File: src/rtl/excl_monitor.sv
module excl_monitor #(
  parameter int N         = 4,
  parameter int AW        = 32,
  parameter int GRAN_BITS = 4,
  parameter int MAX_FAIL  = 5
) (
  input  logic                 clk,
  input  logic                 rst_n,
  input  logic                 acc_valid,
  input  logic [$clog2(N)-1:0] acc_id,
  input  logic [1:0]           acc_op,
  input  logic [AW-1:0]        acc_addr,
  output logic                 sx_done,
  output logic                 sx_pass,
  output logic [N-1:0]         resv_mask
);
  localparam int CW = $clog2(MAX_FAIL + 1);
  localparam logic [1:0] OP_LD = 2'd0, OP_ST = 2'd1, OP_LX = 2'd2, OP_SX = 2'd3;

  logic [AW-1:0] tag [N];
  logic [CW-1:0] cnt [N];

  logic own_hit, forced_fail;
  assign own_hit     = resv_mask[acc_id] && (tag[acc_id] == acc_addr);
  assign forced_fail = cnt[acc_id] >= CW'(MAX_FAIL);

  always_ff @(posedge clk or negedge rst_n) begin
    if (!rst_n) begin
      sx_done   <= 1'b0;
      sx_pass   <= 1'b0;
      resv_mask <= '0;
      for (int i = 0; i < N; i++) begin
        tag[i] <= '0;
        cnt[i] <= '0;
      end
    end else begin
      sx_done <= 1'b0;
      sx_pass <= 1'b0;
      if (acc_valid) begin
        case (acc_op)
          OP_ST: resv_mask <= '0;
          OP_LX: begin
            resv_mask[acc_id] <= 1'b1;
            tag[acc_id]       <= acc_addr;
          end
          OP_SX: begin
            sx_done <= 1'b1;
            if (own_hit) begin
              resv_mask[acc_id] <= 1'b0;
              if (forced_fail) begin
                cnt[acc_id] <= '0;
              end else begin
                cnt[acc_id] <= cnt[acc_id] + 1'b1;
                sx_pass     <= 1'b1;
                for (int j = 0; j < N; j++)
                  if (j != int'(acc_id) &&
                      tag[j][AW-1:GRAN_BITS] == acc_addr[AW-1:GRAN_BITS])
                    resv_mask[j] <= 1'b0;
              end
            end
          end
          default: ;
        endcase
      end
    end
  end
endmodule


File: config.mk
export PLATFORM = sky130hd
export DESIGN_NAME = excl_monitor
export DESIGN_NICKNAME = d
export VERILOG_FILES = /design/src/rtl/excl_monitor.sv
export SDC_FILE = /design/constraint.sdc
export NUM_CORES = 1
export LEC_CHECK = 0
export ABC_AREA = 1
export BUFFER_PORTS_ARGS = -buffer_cell sky130_fd_sc_hd__buf_4
export CAP_MARGIN = 20
export CELL_PAD_IN_SITES_DETAIL_PLACEMENT = 0
export CELL_PAD_IN_SITES_GLOBAL_PLACEMENT = 1
export CORE_MARGIN = 2
export CORE_UTILIZATION = 35
export CTS_CLUSTER_DIAMETER = 120
export DETAILED_ROUTE_END_ITERATION = 12
export PLACE_DENSITY = 0.69
export SYNTH_ARGS = -nofsm -noshare
export SYNTH_HDL_FRONTEND = slang
export SYNTH_SLANG_ARGS = --single-unit
File: constraint.sdc
create_clock -name clk -period 2.3 [get_ports clk]
set_input_delay 0.115 -clock clk [delete_from_list [all_inputs] [get_ports clk]]
set_output_delay 0.115 -clock clk [all_outputs]
set_load 0.03 [all_outputs]
# == After elaboration in Yosys (flattened, before gate mapping) ==
# Cells that the tools add are included.
# totals
inputBits,39
output_inout_bits,6
register_bits,146
elab_cells,77
# classes
n_reduce_logical,12
eq_ne,12
n_mux,30
n_addsub,1
magnitude_cmp,5
n_bitwise,6
# op_table
operator,n
bitwise mux 128 bit,1
== test 28 bit,4
two-way mux 32 bit,3
binary-select mux 32 bit (select 2 bit),1
demux 32 bit (select 2 bit),1
== test 32 bit,1
AND 12 bit,1
bitwise mux 12 bit,1
two-way mux 1 bit,12
two-way mux 12 bit,1
inverter 12 bit,1
one-hot mux 4 bit (3 select lines),1
two-way mux 3 bit,3
two-way mux 4 bit,2
logical AND 1 bit,7
binary-select mux 3 bit (select 2 bit),1
demux 3 bit (select 2 bit),1
"greater-or-equal comparator 3 bit, second input constant",2
AND reduction 3 bit,2
AND 4 bit,1
"== test 2 bit, second input constant",2
"inequality test 2 bit, first input constant",2
inverter 4 bit,1
OR 4 bit,1
other kinds (13),13

# == Depth between registers and ports, before layout ==
# depth
depth_word,10
mapped_depth,17
mapped_depth_nobuf,15

# == Worst setup path after synthesis ==
# Ideal clock, no wire load.
# synth_path
path_type,input port to flip-flop
from,input port acc_id[1]
to,register resv_mask[3]
stages,15
t_required_ps,2182
arrival_time_ps,1665
path_buffers,2
setup_time_ps,118
path_slack_ps,517
cell_sequence,buf_4 -> nor2_2 -> buf_4 -> nand2_1 -> nand2_1 -> nor3_1 -> inv_1 -> ha_1 -> nand3b_1 -> nand2_1 -> nand4_1 -> nand2_1 -> nand2_1 -> nand3_1 -> nand2_1
# synth_via
elab_chain_cells,10
word_cells_on_any_way,28
classes_between,order compare: 3; eq/ne: 3; mux: 14; bitwise: 4; reduce/logical: 4
# synth_rtl
item,line_no,text
from (decl),10,"input logic [$clog2(N)-1:0] acc_id,"
< comparator 2 x 3 -> 1 bit (implied by the code) / greater-or-equal comparator 2 x 1 -> 1 bit (equally long branches),"43, 49",
logical AND 1 bit (implied by the code),"43, 49",
two-way mux 1 bit (implied by the code),"43, 49",
demux 1 bit (select 2 bit),"43, 49",
inverter 4 bit (no line),n/a,
AND 4 bit (no line),n/a,
two-way mux 1 bit,56,if (j != int'(acc_id) &&
two-way mux 4 bit,50,if (forced_fail) begin
two-way mux 4 bit,48,if (own_hit) begin
one-hot mux 4 bit (3 select lines),40,case (acc_op)
to (signal assigned),41,OP_ST: resv_mask <= '0;
"to (signal, indexed assignment)",49,resv_mask[acc_id] <= 1'b0;
"to (signal, indexed assignment)",58,resv_mask[j] <= 1'b0;
to (decl),15,output logic [N-1:0] resv_mask
# Parallel ways exist; a longest one is shown, timed or not. The select of a mux whose other input is x is not followed.
# A chain may end at the register's enable or synchronous reset.

# == Worst setup path after layout ==
# layout_path
from,register resv_mask[2]
to,register resv_mask[2]
# layout_via
elab_chain_cells,5
word_cells_on_any_way,11
classes_between,eq/ne: 1; mux: 6; bitwise: 2; reduce/logical: 2
# layout_rtl
item,line_no,text
from (signal assigned),31,resv_mask <= '0;
from (signal assigned),41,
"from (signal, indexed assignment)",43,resv_mask[acc_id] <= 1'b1;
binary-select mux 1 bit (select 2 bit) / AND 4 bit (equally long branches),n/a,
"two-way mux 1 bit, on equally long branches","24, 56",
logical AND 1 bit / two-way mux 4 bit (equally long branches),"24, 50",
inequality test 2 bit (no line) / two-way mux 4 bit (equally long branches),n/a,
AND reduction 3 bit (no line) / one-hot mux 4 bit (3 select lines) (equally long branches),n/a,
# Parallel ways exist; a longest one is shown, timed or not. The select of a mux whose other input is x is not followed.

==> impl_metrics.tcl <==
set metrics [dict create \
    ys_ff_latch 146 \
    setup_violations 0 \
    switching_power_mw 2.92 \
    die_x_um 163 \
    first_pass_iters 5 \
    clk_pin_slew_ns 0.07 \
    routedWlPerCell_um 16.8 \
    min_path_cells 3 \
    dp.final_hpwl_mm 20.8 \
    first_iter_violations 583 \
    hold_violations 0 \
    ios 45 \
    cap_violations 0 \
    clkSinkCount 146 \
    vias 8132 \
    grt_pass1_vias 7753 \
    r2r_cells 14 \
    pwr-share-seq 0.409 \
    regToRegEndpoint "resv_mask[2]$_DFFE_PN0P_" \
    synthesis.nets 1298 \
    initial_utilization 0.354 \
    cts_root_buffer "clkbuf_16" \
    grtUsageTotal 0.220 \
    area_growth_syn_to_layout_pct 20.4 \
    crit_family "simple AND/OR/NAND/NOR gates" \
    cp_data_arrival_time_ns 2.50 \
    period_share 0.928 \
    antenna_found_initial 0 \
    clockBufferDepth 2 \
    grt_max_degree 49 \
    worstHoldStart "acc_addr[30]" \
    crit_chain "inv_1, nand2_1, nand2_1, nor2_2, nand2_1, nor2_1, nand2_1, nor2_1, nand3_2, buf_4, o21bai_2, buf_4, nand3_1, nand2_1" \
    switching_share 0.335 \
    synth_top_area_frac 0.414 \
    cts_tree "done" \
    fin_util 0.426 \
    crit_buf_inv 3 \
    num_rows 58 \
    syn_inst 1257 \
    final_common_cell "nand2_1" \
    path_common_cell "nand2_1" \
    cts_inserted_buffers 17 \
    avgViaCountPerCell 4.87 \
    ys.warnings.count 0 \
    drc 0 \
    synth.distinct_cells 34 \
    die-height_um 163 \
    fin_crit_ns 2.13 \
    clk_latency_ns 0.43 \
    wl_mm 28.0 \
    power_mw 8.70 \
    syn_avg_cell_area_um2 7.03 \
    overflow 0 \
    fin_nets 1369 \
    worstSetupPathType "flop to flop" \
    die-area_um2 26500 \
    ctsHtreeMaxLevel 4 \
    ff2ff_setup_slack_ns 0.17 \
    synth_top_cell_by_area "dfrtp_1" \
    power_density_nw_per_um2 818 \
    whs_endpoint "tag[30]$_DFFE_PN0P_" \
    setup.worst_path.end_class "flop" \
    p_comb_frac 0.250 \
    required_ns 2.67 \
    p_clk_frac 0.341 \
    p_int_mw 5.78 \
    max_stage_delay_ns 0.42 \
    antenna_cells 0 \
    skew_ns 0.0171 \
    crit_fanout 4 \
    hp-class "input port to flop" \
    ys_seq_area_frac 0.414 \
    layout-drive-gt1-share 0.123 \
    grt_pass1_wl_mm 44.0 \
    fmax_mhz 468 \
    final_cell_mix "nand2_1 (448), dfrtp_1 (146), nor2_1 (115), buf_4 (95), inv_1 (92)" \
    gp_congestion 0.844 \
    placed_cell_area_um2 9780 \
    max-slew-margin-rel 0.628 \
    crit_slowest_cell "dfrtp_1" \
    synthArstFlopShare 1.00 \
    timing.rr.start "resv_mask[2]$_DFFE_PN0P_" \
    synth_ff_type "dfrtp_1" \
    port_buffers 44 \
    synth_edf_count 0 \
    dp_slack_ns -0.252 \
    syn-cell-area_um2 8830 \
    ir_drop_uv 378 \
    p_leak_nw 5.16 \
    synth_area_leaders "dfrtp_1 (41%), nand2_1 (19%), nor2_1 (5.1%)" \
    worst_pin_slew_ns 0.558 \
    status "finished clean" \
    final_cell_area_um2 10600 \
    whs_ns 0.0164 \
    finalMaxSlewViolations 0 \
    cp-start-kind "flop" \
    setup_ws_ns 0.166 \
    antenna_left 0 \
    core_area_um2 25000 \
]
==> power groups by stage <==
stage | clock network (mW) | registers [mW] | logic [mW]
global route | 3.12 | 3.63 | 2.49
global placement | 0 | 3.59 | 2.13
detailed placement | 0 | 3.59 | 2.15
finish | 2.97 | 3.56 | 2.17
floorplan | 0 | 3.50 | 1.51
CTS | 3.02 | 3.55 | 2.19
==> per-layer routing <==
layer	track usage	vias up	routed length, um
met5	0	-	0
met4	0.0579	0	484
met3	0.0385	28	1390
met2	0.355	192	12800
met1	0.306	3793	13300
li1	-	4119	-
==> cell type report <==
class | count | area, um^2
fillers | 2658 | 14300
clock buffers | 21 | 460
well taps | 330 | 413
flip-flops and latches | 146 | 3650
multi-input cells | 942 | 4510
clock inverters | 11 | 153
inverters | 96 | 360
repair buffers | 125 | 1080
==> tightest hold or removal path: cells and delay by family <==
kind                   cells  cell delay (ns)
and+or+nand+nor            1             0.06
buffers and inverters      1             0.15
AOI/OAI and AO/OA          1             0.07
==> worst max path at each step <==
stage,from,to,slack (ns),cells after the start
after CTS,tag[105]$_DFFE_PN0P_,resv_mask[2]$_DFFE_PN0P_,0.05,14
after floorplan,acc_id[1],resv_mask[3]$_DFFE_PN0P_,0.52,15
after global routing,resv_mask[3]$_DFFE_PN0P_,resv_mask[0]$_DFFE_PN0P_,-0.0008,14
after global placement,acc_id[1],resv_mask[2]$_DFFE_PN0P_,-0.21,17
after detailed placement,acc_id[1],resv_mask[2]$_DFFE_PN0P_,-0.25,17
final,resv_mask[2]$_DFFE_PN0P_,resv_mask[2]$_DFFE_PN0P_,0.17,14
==> per-stage QoR <==
step	TNS [ns]	cells
4_1_cts	0	1671
5_1_grt	-0.000754	1671
2_1_floorplan	0	1257
3_3_place_gp	-2.98	1617
6_report	0	1671
3_5_place_dp	-3.12	1617
==> cell usage after synthesis (3+ instances only) <==
master,instances
nand2_1,450
xnor2_1,43
clkbuf_1,51
inv_2,3
nand4_1,35
o21ai_1,13
dfrtp_1,146
nor3_1,22
inv_1,93
a22oi_1,4
mux2_2,9
a21oi_1,84
buf_6,6
buf_4,4
nand3_1,47
xor2_1,31
buf_2,10
o21ai_0,62
nor2_1,121
nand3b_1,3
==> timing repair <==
action                                  in CTS  in global routing
buffers inserted                             0                  0
resized for setup                            0                 10
hold buffers                                22                  0
hold endpoints to repair                    83                  0
endpoints found under the setup margin       0                 16
==> kinds of logic (layout without fill, tap and decap cells) <==
kind of cell | count (synthesis) | in the layout | share of synthesized area
flops | 146 | 146 | 0.414
compound gates | 167 | 167 | 0.0976
fa+ha+maj | 2 | 2 | 0.00283
xor+xnor | 74 | 74 | 0.0734
mux | 9 | 9 | 0.0115
simple gates | 690 | 690 | 0.320
buf+inv | 169 | 253 | 0.0813
==> sequential cells by signal (all words and copies together), names as in the netlist <==
| register | flops |
|---|---|
| cnt | 12 |
| resv_mask | 4 |
| sx_done | 1 |
| sx_pass | 1 |
| tag | 128 |
Note: power is estimated with default switching activity, not from simulation.
